$ cat config.mk
export PLATFORM = sky130hd
export DESIGN_NAME = hcs_out_link
export DESIGN_NICKNAME = d
export VERILOG_FILES = /design/src/rtl/hcs_pkg.sv /design/src/rtl/hcs_setup_decode.sv /design/src/rtl/hcs_plane_store.sv /design/src/rtl/hcs_link_mux.sv /design/src/rtl/hcs_out_link.sv
export SDC_FILE = /design/constraint.sdc
export NUM_CORES = 1
export LEC_CHECK = 0
export ABC_AREA = 1
export BUFFER_PORTS_ARGS = -buffer_cell sky130_fd_sc_hd__buf_4
export CAP_MARGIN = 10
export CORE_UTILIZATION = 34
export CTS_BUF_LIST = sky130_fd_sc_hd__clkbuf_4
export DETAILED_ROUTE_END_ITERATION = 8
export GPL_TIMING_DRIVEN = 0
export PLACE_DENSITY_LB_ADDON = 0.25
export SLEW_MARGIN = 20
export SYNTH_ARGS = -nofsm -noshare
export SYNTH_HDL_FRONTEND = slang
export SYNTH_HIERARCHICAL = 1
export SYNTH_SLANG_ARGS = --single-unit
export TNS_END_PERCENT = 10
$ cat constraint.sdc
create_clock -name clk -period 4.7 [get_ports clk]
set_input_delay 0.705 -clock clk [delete_from_list [all_inputs] [get_ports clk]]
set_output_delay 0.705 -clock clk [all_outputs]
set_load 0.005 [all_outputs]
$ cat src/rtl/hcs_pkg.sv
package hcs_pkg;
  typedef enum logic [2:0] {
    DIR_EJECT = 3'd0,
    DIR_NORTH = 3'd1,
    DIR_EAST  = 3'd2,
    DIR_SOUTH = 3'd3,
    DIR_WEST  = 3'd4
  } dir_e;
endpackage

$ cat src/rtl/hcs_setup_decode.sv
module hcs_setup_decode #(
  parameter int DEST_W  = 4,
  parameter int NODE_ID = 5,
  parameter hcs_pkg::dir_e OUT_DIR = hcs_pkg::DIR_EAST,
  parameter int PLANE_W = 2,
  parameter int PORT_W  = 3
) (
  input  logic               setup_valid,
  input  logic [PLANE_W-1:0] setup_plane,
  input  logic [DEST_W-1:0]  setup_dest,
  input  logic [PORT_W-1:0]  setup_port,
  output logic               claim,
  output logic [PLANE_W-1:0] claim_plane,
  output logic [PORT_W-1:0]  claim_port
);
  localparam int XW = DEST_W / 2;
  localparam int YW = DEST_W - XW;
  localparam int MX = NODE_ID % (1 << XW);
  localparam int MY = NODE_ID / (1 << XW);

  logic [XW-1:0] dx;
  logic [YW-1:0] dy;
  hcs_pkg::dir_e route;

  assign dx = setup_dest[XW-1:0];
  assign dy = setup_dest[DEST_W-1:XW];

  always_comb begin
    if (dx > XW'(MX))      route = hcs_pkg::DIR_EAST;
    else if (dx < XW'(MX)) route = hcs_pkg::DIR_WEST;
    else if (dy > YW'(MY)) route = hcs_pkg::DIR_SOUTH;
    else if (dy < YW'(MY)) route = hcs_pkg::DIR_NORTH;
    else                   route = hcs_pkg::DIR_EJECT;
  end

  assign claim       = setup_valid && (route == OUT_DIR);
  assign claim_plane = setup_plane;
  assign claim_port  = setup_port;
endmodule

$ cat src/rtl/hcs_plane_store.sv
module hcs_plane_store #(
  parameter int NUM_PLANES    = 4,
  parameter int PLANE_W       = 2,
  parameter int PORT_W        = 3,
  parameter int RECONF_STAGES = 3
) (
  input  logic                         clk,
  input  logic                         rst,
  input  logic                         claim,
  input  logic [PLANE_W-1:0]           claim_plane,
  input  logic [PORT_W-1:0]            claim_port,
  output logic [NUM_PLANES-1:0]        plane_valid,
  output logic [NUM_PLANES*PORT_W-1:0] plane_port
);
  logic              cur_valid;
  logic [PORT_W-1:0] cur_port;
  logic              reconf;

  logic [RECONF_STAGES-1:0] pipe_v;
  logic [PLANE_W-1:0]       pipe_plane [RECONF_STAGES];
  logic [PORT_W-1:0]        pipe_port  [RECONF_STAGES];

  assign cur_valid = plane_valid[claim_plane];
  assign cur_port  = plane_port[claim_plane*PORT_W +: PORT_W];
  assign reconf    = claim && cur_valid && (cur_port != claim_port);

  // Reconfiguration messages ride a buffered pipeline, like packet flits.
  always_ff @(posedge clk) begin
    if (rst) begin
      pipe_v <= '0;
      for (int s = 0; s < RECONF_STAGES; s++) begin
        pipe_plane[s] <= '0;
        pipe_port[s]  <= '0;
      end
    end else begin
      pipe_v[0]     <= reconf;
      pipe_plane[0] <= claim_plane;
      pipe_port[0]  <= claim_port;
      for (int s = 1; s < RECONF_STAGES; s++) begin
        pipe_v[s]     <= pipe_v[s-1];
        pipe_plane[s] <= pipe_plane[s-1];
        pipe_port[s]  <= pipe_port[s-1];
      end
    end
  end

  for (genvar p = 0; p < NUM_PLANES; p++) begin : g_plane
    logic hit, wr_now, clr, pexit;
    assign hit    = claim && (claim_plane == PLANE_W'(p));
    assign wr_now = hit && !plane_valid[p];
    assign clr    = hit && plane_valid[p] && (plane_port[p*PORT_W +: PORT_W] != claim_port);
    assign pexit  = pipe_v[RECONF_STAGES-1] && (pipe_plane[RECONF_STAGES-1] == PLANE_W'(p));

    always_ff @(posedge clk) begin
      if (rst) begin
        plane_valid[p]                <= 1'b0;
        plane_port[p*PORT_W +: PORT_W] <= '0;
      end else if (clr) begin
        plane_valid[p] <= 1'b0;
      end else if (wr_now) begin
        plane_valid[p]                <= 1'b1;
        plane_port[p*PORT_W +: PORT_W] <= claim_port;
      end else if (pexit) begin
        plane_valid[p]                <= 1'b1;
        plane_port[p*PORT_W +: PORT_W] <= pipe_port[RECONF_STAGES-1];
      end
    end
  end
endmodule

$ cat src/rtl/hcs_link_mux.sv
module hcs_link_mux #(
  parameter int NUM_PORTS  = 5,
  parameter int NUM_PLANES = 4,
  parameter int PLANE_W    = 2,
  parameter int PORT_W     = 3,
  parameter int FLIT_W     = 16
) (
  input  logic                         clk,
  input  logic                         rst,
  input  logic [NUM_PLANES-1:0]        plane_valid,
  input  logic [NUM_PLANES*PORT_W-1:0] plane_port,
  input  logic [NUM_PORTS-1:0]         cin_valid,
  input  logic [NUM_PORTS*PLANE_W-1:0] cin_plane,
  input  logic [NUM_PORTS*FLIT_W-1:0]  cin_data,
  input  logic                         ps_req,
  input  logic [FLIT_W-1:0]            ps_data,
  output logic                         ps_gnt,
  output logic                         link_valid,
  output logic                         link_circ,
  output logic [FLIT_W-1:0]            link_data,
  output logic [NUM_PORTS-1:0]         demote
);
  logic [NUM_PORTS-1:0] match;
  logic [NUM_PORTS-1:0] win;
  logic                 any_win;
  logic [FLIT_W-1:0]    win_data;

  for (genvar i = 0; i < NUM_PORTS; i++) begin : g_match
    logic [PLANE_W-1:0] pl;
    assign pl       = cin_plane[i*PLANE_W +: PLANE_W];
    assign match[i] = cin_valid[i] && plane_valid[pl] &&
                      (plane_port[pl*PORT_W +: PORT_W] == PORT_W'(i));
  end

  always_comb begin
    win      = '0;
    any_win  = 1'b0;
    win_data = '0;
    for (int i = 0; i < NUM_PORTS; i++) begin
      if (match[i] && !any_win) begin
        win[i]   = 1'b1;
        any_win  = 1'b1;
        win_data = cin_data[i*FLIT_W +: FLIT_W];
      end
    end
  end

  assign ps_gnt = ps_req && !any_win;

  always_ff @(posedge clk) begin
    if (rst) begin
      link_valid <= 1'b0;
      link_circ  <= 1'b0;
      link_data  <= '0;
      demote     <= '0;
    end else begin
      link_valid <= any_win || ps_req;
      link_circ  <= any_win;
      link_data  <= any_win ? win_data : (ps_req ? ps_data : '0);
      demote     <= cin_valid & ~win;
    end
  end
endmodule

$ cat src/rtl/hcs_out_link.sv
module hcs_out_link #(
  parameter int NUM_PORTS     = 5,
  parameter int NUM_PLANES    = 4,
  parameter int FLIT_W        = 16,
  parameter int DEST_W        = 4,
  parameter int RECONF_STAGES = 3,
  parameter int NODE_ID       = 5,
  parameter hcs_pkg::dir_e OUT_DIR = hcs_pkg::DIR_EAST,
  localparam int PLANE_W = (NUM_PLANES > 1) ? $clog2(NUM_PLANES) : 1,
  localparam int PORT_W  = (NUM_PORTS > 1) ? $clog2(NUM_PORTS) : 1
) (
  input  logic                         clk,
  input  logic                         rst,
  input  logic                         setup_valid,
  input  logic [PLANE_W-1:0]           setup_plane,
  input  logic [DEST_W-1:0]            setup_dest,
  input  logic [PORT_W-1:0]            setup_port,
  input  logic [NUM_PORTS-1:0]         cin_valid,
  input  logic [NUM_PORTS*PLANE_W-1:0] cin_plane,
  input  logic [NUM_PORTS*FLIT_W-1:0]  cin_data,
  input  logic                         ps_req,
  input  logic [FLIT_W-1:0]            ps_data,
  output logic                         ps_gnt,
  output logic                         link_valid,
  output logic                         link_circ,
  output logic [FLIT_W-1:0]            link_data,
  output logic [NUM_PORTS-1:0]         demote
);
  logic                         claim;
  logic [PLANE_W-1:0]           claim_plane;
  logic [PORT_W-1:0]            claim_port;
  logic [NUM_PLANES-1:0]        plane_valid;
  logic [NUM_PLANES*PORT_W-1:0] plane_port;

  hcs_setup_decode #(
    .DEST_W(DEST_W), .NODE_ID(NODE_ID), .OUT_DIR(OUT_DIR),
    .PLANE_W(PLANE_W), .PORT_W(PORT_W)
  ) u_dec (
    .setup_valid(setup_valid), .setup_plane(setup_plane),
    .setup_dest(setup_dest), .setup_port(setup_port),
    .claim(claim), .claim_plane(claim_plane), .claim_port(claim_port)
  );

  hcs_plane_store #(
    .NUM_PLANES(NUM_PLANES), .PLANE_W(PLANE_W), .PORT_W(PORT_W),
    .RECONF_STAGES(RECONF_STAGES)
  ) u_store (
    .clk(clk), .rst(rst), .claim(claim), .claim_plane(claim_plane),
    .claim_port(claim_port), .plane_valid(plane_valid), .plane_port(plane_port)
  );

  hcs_link_mux #(
    .NUM_PORTS(NUM_PORTS), .NUM_PLANES(NUM_PLANES), .PLANE_W(PLANE_W),
    .PORT_W(PORT_W), .FLIT_W(FLIT_W)
  ) u_mux (
    .clk(clk), .rst(rst), .plane_valid(plane_valid), .plane_port(plane_port),
    .cin_valid(cin_valid), .cin_plane(cin_plane), .cin_data(cin_data),
    .ps_req(ps_req), .ps_data(ps_data), .ps_gnt(ps_gnt),
    .link_valid(link_valid), .link_circ(link_circ), .link_data(link_data),
    .demote(demote)
  );
endmodule

==> results.yml, run 1 <==
cells_and_area:
  num_antenna_cells: 0
  area_growth_pct: 35.0
  layout_commonest_cell: "nand2_1"
  drive_gt1_share_pct: 26.5
  seqCellArea_sq_um: 1140
  final_cell_mix: "178 x nand2_1, 146 x buf_4, 109 x nor2_1"
  nets: 914
  fill_cells: 1124
  multi_input_area_sq_um: 2230
  design_area_sq_um: 5240
setup_path:
  end_kind: "output port"
  slowest_stage: "dfxtp_1"
  worstSetupPathType: "flop to output port"
  critical_path.max_stage_delay_ns: 0.48
  cp.required_ns: 3.99
  start_kind: "flop"
  cp_max_fo: 10
  path_cells: "inv_1 -> nor2_1 -> nand3_1 -> nand3_1 -> nand2_1 -> nor2_1 -> nor2_8 -> nand3_4 -> nor2_8 -> buf_6 -> buf_4"
  worst_ep_arrival_time_ns: 2.24
pwr:
  powerDensity_nw_per_um2: 227
  switching_share_pct: 31.6
  p_switching_mw: 0.376
  p_seq_share_pct: 44.0
  p_int_mw: 0.813
  ir_worst_vdd_v: 0.000149
  p_comb_share_pct: 25.2
  p_leak_nw: 2.80
  clkPwrFrac_pct: 30.8
sta:
  slew_headroom_pct: 69.7
  clock.fmax_ghz: 0.339
  clock_skew_ns: 0.0168
  timing.final.crit_share_pct: 62.7
  setup_viol: 0
  worstMarginPinSlew_ns: 0.454
  hold-worst-slack_ns: 0.395
  min_period_ns: 2.95
  final.setup.tns_ns: 0
  drv_slew: 0
  hold_violations: 0
  rsz0062_at_grt: "false"
placed_design:
  place_area_sq_um: 5100
  portBuffers: 139
  place.gp.congestion: 0.867
  hpwl_mm: 10.5
grt:
  grt_use_total_pct: 21.6
  grt_pass1_wl_mm: 19.6
  grt_overflow: 0
  grt_pass1_vias: 4100
  grt_max_degree: 12
  antenna_found_initial: 0
yosys:
  synth_seq_area_share_pct: 29.4
  synth-seq-cells: 57
  postSynthCellCount: 640
  yosys_warnings: 6
  synth_nets: 764
  synth_area_per_cell_sq_um: 6.07
  synth_area_sq_um: 3880
  synth.distinct_cells: 36
floorplanning:
  initial_core_util_pct: 35.4
  core_sq_um: 11000
  boundaryPins: 148
  die_h_microns: 109
  die_area_sq_um: 11900
  rows: 38
  die_w_microns: 109
detailed_routing:
  drtIter0Drc: 303
  viasPerCell: 4.83
  vias: 4515
  routed_wl_mm: 12.9
  drc: 0
  avgRoutedWirePerCell_microns: 13.8
  antenna_left: 0
  dr.pass1.iters: 5
run_status:
  status: "complete, no violations"
cts:
  clock_sink_count: 57
  cts_made_buffers: 9
  clk_pin_slew_ns: 0.11
  post_cts_buffers: 0
  cts-root-buf: "clkbuf_4"
  h-tree-depth: 3
  clk_path_buf_depth: 2
  cts_tree: "built"
  clk_latency_ns: 0.41
  holdBufCountCts: 0
  cts_resized: 0
run:
  maxCapViolCount: 0
worst_hold_path:
  hp-class: "flop to flop"
[state kept, by name (all words and copies together), names as in the netlist]
register             count
u_store/pipe_v           3
u_store/plane_valid      4
u_mux/link_valid         1
u_mux/demote             5
u_store/pipe_plane       6
u_store/pipe_port        9
u_store/plane_port      12
u_mux/link_circ          1
u_mux/link_data         16
[cell families (layout without fill, tap and decap cells)]
kind of cell | after synthesis | count (layout) | synth area share (%)
AND/OR/NAND/NOR | 426 | 426 | 49.7
buffers and inverters | 113 | 268 | 13.2
flip-flops | 57 | 57 | 29.4
AO/OA/AOI/OAI | 32 | 32 | 5.03
XOR/XNOR | 12 | 12 | 2.71
[critical path, delay by kind of cell (launching register included)]
kind                   cells  cell delay, ns
and+or+nand+nor            8            0.98
DFF                        1            0.48
buffers and inverters      3            0.36
[final timing paths]
kind                                                 to  cells past startpoint                    start  slack (ns)
worst max register to register       u_mux/link_data[9]                     10    u_store/plane_port[6]        2.56
worst min register to register  u_store/pipe_port[0][6]                      2  u_store/pipe_port[0][3]        0.39
worst max-delay path                             ps_gnt                     11    u_store/plane_port[7]        1.75
worst min-delay path            u_store/pipe_port[0][6]                      2  u_store/pipe_port[0][3]        0.39
[cell type report]
type                    instances  area share [%]
repair buffers                139            19.9
multi-input cells             470            42.5
well taps                     140            3.34
clock inverters                 7            1.36
flip-flops and latches         57            21.8
inverters                      87            6.23
clock buffers                   9            1.29
plain buffers                  26            3.56
[stage by stage]
step	instances	total power [mW]	setup WS (ns)	util, %
floorplan	640	0.686	2.26	-
global placement	919	0.826	1.84	46.5
detailed placement	919	0.833	1.83	46.5
CTS	935	1.20	1.72	47.7
global route	935	1.26	1.58	47.7
finish	935	1.19	1.75	47.7
[cells in the mapped netlist, drive strengths merged]
cell type	n	share of area (%)
nand3	89	12
o211a	1	0.26
nand2	188	20
inv	85	8.2
a31oi	2	0.32
o21ai	23	3.2
dfxtp	57	29
clkbuf	5	0.74
o31ai	2	0.64
clkinv	2	0.19
nand4	12	2.4
nor2	116	12
a21oi	3	0.48
nor3	20	2.8
xnor2	12	2.7
o22ai	1	0.16
buf	21	4.1
nand3b	1	0.19
[power groups by stage]
| stage | Clock, mW | Combinational (mW) | Sequential (mW) |
|---|---|---|---|
| final | 0.367 | 0.299 | 0.523 |
| after global routing | 0.402 | 0.331 | 0.526 |
| after CTS | 0.380 | 0.300 | 0.523 |
| after detailed placement | 0 | 0.299 | 0.534 |
| after global placement | 0 | 0.293 | 0.533 |
| after floorplan | 0 | 0.156 | 0.531 |
[layer usage]
| metal | vias up | track usage, % | wire (microns) |
|---|---|---|---|
| met5 | - | 0 | 0 |
| met4 | 0 | 7.53 | 240 |
| met3 | 23 | 3.59 | 882 |
| met2 | 154 | 37.4 | 6240 |
| met1 | 2040 | 27.0 | 5550 |
| li1 | 2298 | - | - |
Power figures use the tool's default switching activity.
==> run 2: changes to the inputs <==
==> constraint.sdc (replaced) <==
create_clock -name clk -period 2.6 [get_ports clk]
set_input_delay 0.39 -clock clk [delete_from_list [all_inputs] [get_ports clk]]
set_output_delay 0.39 -clock clk [all_outputs]
set_load 0.005 [all_outputs]
==> results.yml, run 2 (synthesized netlist as in run 1, its figures left out) <==
placed_design:
  place_area_sq_um: 5100
  hpwl_mm: 10.5
  portBuffers: 139
  place.gp.congestion: 0.867
cts:
  clk_latency_ns: 0.41
  cts-root-buf: "clkbuf_4"
  clk_path_buf_depth: 2
  clk_pin_slew_ns: 0.11
  clock_sink_count: 57
  h-tree-depth: 3
  cts_tree: "built"
  cts_made_buffers: 9
floorplanning:
  die_area_sq_um: 11900
  rows: 38
  die_w_microns: 109
  boundaryPins: 148
  die_h_microns: 109
  core_sq_um: 11000
  initial_core_util_pct: 35.4
detailed_routing:
  avgRoutedWirePerCell_microns: 13.9
  vias: 4538
  routed_wl_mm: 13.1
  dr.pass1.iters: 5
  drtIter0Drc: 315
  viasPerCell: 4.83
  drc: 0
  antenna_left: 0
setup_path:
  r2r_cells: 11
  end_kind: "output port"
  slowest_stage: "dfxtp_2"
  critical_path.max_stage_delay_ns: 0.41
  path_cells: "nor2_1 -> nand2_1 -> nand2_1 -> nand2_1 -> nand2_1 -> nand2_4 -> nand2_8 -> nor2_8 -> nand3_4 -> nor2_8 -> buf_6 -> buf_4"
  start_kind: "flop"
  worstSetupPathType: "flop to output port"
  cp.required_ns: 2.21
  crit_top_cell: "nand2_1"
  cp_max_fo: 10
  reg2reg_setup_slack_ns: 0.58
  worst_ep_arrival_time_ns: 2.09
worst_hold_path:
  hold-path-cell-count: 3
  hp-class: "input pin to flop"
sta:
  rsz0062_at_grt: "false"
  slew_headroom_pct: 69.6
  timing.final.crit_share_pct: 95.3
  min_period_ns: 2.48
  clock.fmax_ghz: 0.404
  worstMarginPinSlew_ns: 0.456
  final.setup.tns_ns: 0
  hold_violations: 0
  drv_slew: 0
  setup_viol: 0
  clock_skew_ns: 0.0176
grt:
  grt_pass1_wl_mm: 19.6
  grt_use_total_pct: 21.7
  grt_overflow: 0
  grt_pass1_vias: 4113
  antenna_found_initial: 0
  grt_max_degree: 12
cells_and_area:
  reg.largest.list: "u_mux/link_data: 16 flops, u_store/plane_port: 12 flops, u_store/pipe_port: 9 flops"
  num_antenna_cells: 0
  nets: 919
  final_cell_mix: "178 x nand2_1, 151 x buf_4, 108 x nor2_1"
  top_register: "u_mux/link_data"
  design_area_sq_um: 5320
  drive_gt1_share_pct: 29.3
  area_growth_pct: 37.1
  largest_reg_flops: 16
  layout_commonest_cell: "nand2_1"
pwr:
  ir_worst_vdd_v: 0.000269
  p_leak_nw: 2.84
  powerDensity_nw_per_um2: 406
run:
  maxCapViolCount: 0
run_status:
  status: "complete, no violations"
## run 2: changes by cell type in the layout (fill, tap and decap cells not counted), sizes merged
cell / delta
buf: +5
## run 2: worst paths after layout
kind                                               from                      end
worst max-delay path             u_store/plane_port[11]                   ps_gnt
worst min-delay path                         ps_data[1]       u_mux/link_data[1]
worst max register to register   u_store/plane_port[10]       u_mux/link_data[9]
worst min register to register  u_store/pipe_port[0][3]  u_store/pipe_port[0][6]
## run 2: final cells by class
class                           count  area, sq um
Buffer                             26          186
Clock buffer                        9         67.6
Clock inverter                      7         71.3
Fill cell                        1114         5660
Inverter                           87          327
Multi-Input combinational cell    470         2230
Sequential cell                    57         1180
Tap cell                          140          175
Timing Repair Buffer              144         1080
## run 2: repair_timing
| item | CTS | global route |
|---|---|---|
| setup buffers | 0 | 5 |
| resized for setup | 12 | 15 |
| endpoints found under the setup margin | 1 | 1 |
| pin swaps | 0 | 2 |
| hold buffers | 0 | 0 |
## run 2: metal layers
layer	vias up	global-route usage, %	part of all wire, %
li1	2308	-	-
met1	2067	27.0	44
met2	141	37.5	48
met3	22	3.59	6.0
met4	0	7.53	1.8
met5	-	0	0
## run 2: power breakdown
group / internal [mW] / total (mW) / switching (mW)
combinational: 0.272 / 0.553 / 0.281
sequential: 0.911 / 0.941 / 0.0296
clock: 0.291 / 0.665 / 0.374
total: 1.47 / 2.16 / 0.685
## run 2: worst max-delay path: cells and delay by family, from the launching register on
kind | cells | cell delay (ns)
and+or+nand+nor | 10 | 1.00
DFF | 1 | 0.41
buffers and inverters | 2 | 0.26
## run 2: stage by stage
| stage | instances | hold WS, ns | setup slack [ns] | total power, mW | utilization, % |
|---|---|---|---|---|---|
| after floorplan | 640 | 0.388 | 0.787 | 1.24 | - |
| final | 940 | 0.197 | 0.122 | 2.16 | 48.5 |
| after global placement | 919 | 0.391 | 0.371 | 1.49 | 46.5 |
| after CTS | 935 | 0.177 | 0.0229 | 2.18 | 47.9 |
| after global routing | 940 | 0.179 | 0.00178 | 2.28 | 48.5 |
| after detailed placement | 919 | 0.392 | 0.362 | 1.51 | 46.5 |
==> run 3: changes to the inputs <==
--- a/config.mk
+++ b/config.mk
@@ -8,7 +8,7 @@
 export ABC_AREA = 1
 export BUFFER_PORTS_ARGS = -buffer_cell sky130_fd_sc_hd__buf_4
 export CAP_MARGIN = 10
-export CORE_UTILIZATION = 34
+export CORE_UTILIZATION = 46
 export CTS_BUF_LIST = sky130_fd_sc_hd__clkbuf_4
 export DETAILED_ROUTE_END_ITERATION = 8
 export GPL_TIMING_DRIVEN = 0
==> results.yml, run 3 (synthesized netlist as in run 1, its figures left out) <==
pwr:
  total_power_mw: 2.24
  p_switching_mw: 0.662
  p_int_mw: 1.58
  ir_worst_vdd_v: 0.000337
  p_comb_share_pct: 24.7
  powerDensity_nw_per_um2: 425
  p_seq_share_pct: 42.1
  p_leak_nw: 2.84
  switching_share_pct: 29.5
  clkPwrFrac_pct: 33.2
sta:
  clock.fmax_ghz: 0.412
  slew_headroom_pct: 68.1
  worstMarginPinSlew_ns: 0.478
  rsz0062_at_grt: "false"
  min_period_ns: 2.42
  layout_setup_ws_ns: 0.175
  clock_skew_ns: 0.0182
  hold_violations: 0
  hold-worst-slack_ns: 0.199
  setup_viol: 0
  final.setup.tns_ns: 0
  drv_slew: 0
  timing.final.crit_share_pct: 93.3
placed_design:
  place_area_sq_um: 5060
  place.gp.congestion: 0.924
  hpwl_mm: 9.67
  portBuffers: 139
  dp_cells: 884
  dp_slack_ns: 0.344
grt:
  grt_overflow: 0
  grt_max_degree: 12
  grt_pass1_vias: 4232
  grt_pass1_wl_mm: 19.2
  grt_use_total_pct: 27.9
  antenna_found_initial: 0
worst_hold_path:
  min_from: "ps_data[11]"
  hold_end: "u_mux/link_data[11]"
  hp-class: "input pin to flop"
  hold-path-cell-count: 3
cells_and_area:
  design_area_sq_um: 5280
  fin_cells: 906
  drive_gt1_share_pct: 28.6
  num_antenna_cells: 0
  largest_reg_flops: 16
  area_growth_pct: 36.1
  layout_commonest_cell: "nand2_1"
  reg.largest.list: "u_mux/link_data: 16 flops, u_store/plane_port: 12 flops, u_store/pipe_port: 9 flops"
  fill_cells: 775
  nets: 920
  final_cell_mix: "178 x nand2_1, 152 x buf_4, 108 x nor2_1"
  top_register: "u_mux/link_data"
  final_core_util_pct: 64.6
setup_path:
  crit_top_cell: "nand2_1"
  timing.rr.start: "u_store/plane_valid[0]"
  start_kind: "flop"
  worst_ep_arrival_time_ns: 2.03
  cp_max_fo: 10
  worstSetupPathType: "flop to output port"
  cp.required_ns: 2.21
  timing.rr.end: "u_mux/link_data[1]"
  slowest_stage: "dfxtp_1"
  reg2reg_setup_slack_ns: 0.51
  path_cells: "inv_1 -> nand2_1 -> nand3_1 -> nand2_1 -> nand2_1 -> inv_1 -> nand2_2 -> nand2_8 -> nor2_8 -> nand3_4 -> nor2_8 -> buf_6 -> buf_4"
  r2r_cells: 13
  end_kind: "output port"
  critical_path.max_stage_delay_ns: 0.36
floorplanning:
  initial_core_util_pct: 47.5
  die_area_sq_um: 8810
  core_sq_um: 8180
  die_h_microns: 93.9
  die_w_microns: 93.9
  rows: 33
  boundaryPins: 148
detailed_routing:
  avgRoutedWirePerCell_microns: 13.7
  antenna_left: 0
  routed_wl_mm: 12.4
  drc: 0
  vias: 4603
  drtIter0Drc: 279
  dr.pass1.iters: 5
  viasPerCell: 5.08
cts:
  clk_path_buf_depth: 2
  clk_latency_ns: 0.41
  cts-root-buf: "clkbuf_4"
  cts_tree: "built"
  clock_sink_count: 57
  clk_pin_slew_ns: 0.12
  h-tree-depth: 3
  cts_made_buffers: 9
  holdBufCountCts: 0
run_status:
  status: "complete, no violations"
run:
  maxCapViolCount: 0
## run 3: changes by cell type in the layout (fill, tap and decap cells not counted), moves of 2 or more
cell	change
dfxtp_4	-7
dfxtp_2	+3
dfxtp_1	+4
clkinv_4	-2
## run 3: worst max-delay path: cells and delay by family, from the launching register on
family                 cells  cell delay [ns]
DFF                        1             0.36
and+or+nand+nor            9             0.85
buffers and inverters      4             0.41
## run 3: how the worst max path moves through the flow
stage	cells past startpoint	slack [ns]	from	to
after floorplan	11	0.79	u_store/plane_port[1]	ps_gnt
after detailed placement	14	0.34	cin_plane[0]	ps_gnt
after CTS	12	0.01	u_store/plane_port[8]	ps_gnt
final	13	0.18	u_store/plane_valid[3]	ps_gnt
after global routing	11	0.02	u_store/plane_valid[3]	ps_gnt
after global placement	14	0.37	cin_plane[0]	ps_gnt
## run 3: layout make-up
| type | count | area (sq um) | area share, % |
|---|---|---|---|
| buffer | 26 | 186 | 3.53 |
| clock buffer | 10 | 75.1 | 1.42 |
| clock inverter | 6 | 82.6 | 1.56 |
| inverter | 87 | 327 | 6.18 |
| multi-input combinational | 470 | 2230 | 42.2 |
| sequential | 57 | 1160 | 22.0 |
| tap | 105 | 131 | 2.49 |
| timing repair buffer | 145 | 1090 | 20.6 |
## run 3: repair_timing
action	in CTS	in global routing
pin swaps	0	3
setup buffers	0	6
endpoints found under the setup margin	1	1
gates resized for setup	7	8
## run 3: routing by layer
| metal | up-vias | GRT usage, % | share of wire (%) |
|---|---|---|---|
| met5 | - | 0 | 0 |
| met4 | 0 | 11.5 | 2.5 |
| li1 | 2311 | - | - |
| met2 | 207 | 49.6 | 49 |
| met1 | 2056 | 32.0 | 41 |
| met3 | 29 | 6.07 | 7.7 |
## run 3: power groups by stage
| stage | combinational, mW | sequential, mW | clock, mW |
|---|---|---|---|
| 4_1_cts | 0.539 | 0.945 | 0.760 |
| 3_3_place_gp | 0.525 | 0.963 | 0 |
| 3_5_place_dp | 0.536 | 0.965 | 0 |
| 5_1_grt | 0.607 | 0.950 | 0.796 |
| 6_report | 0.554 | 0.945 | 0.745 |
| 2_1_floorplan | 0.282 | 0.959 | 0 |
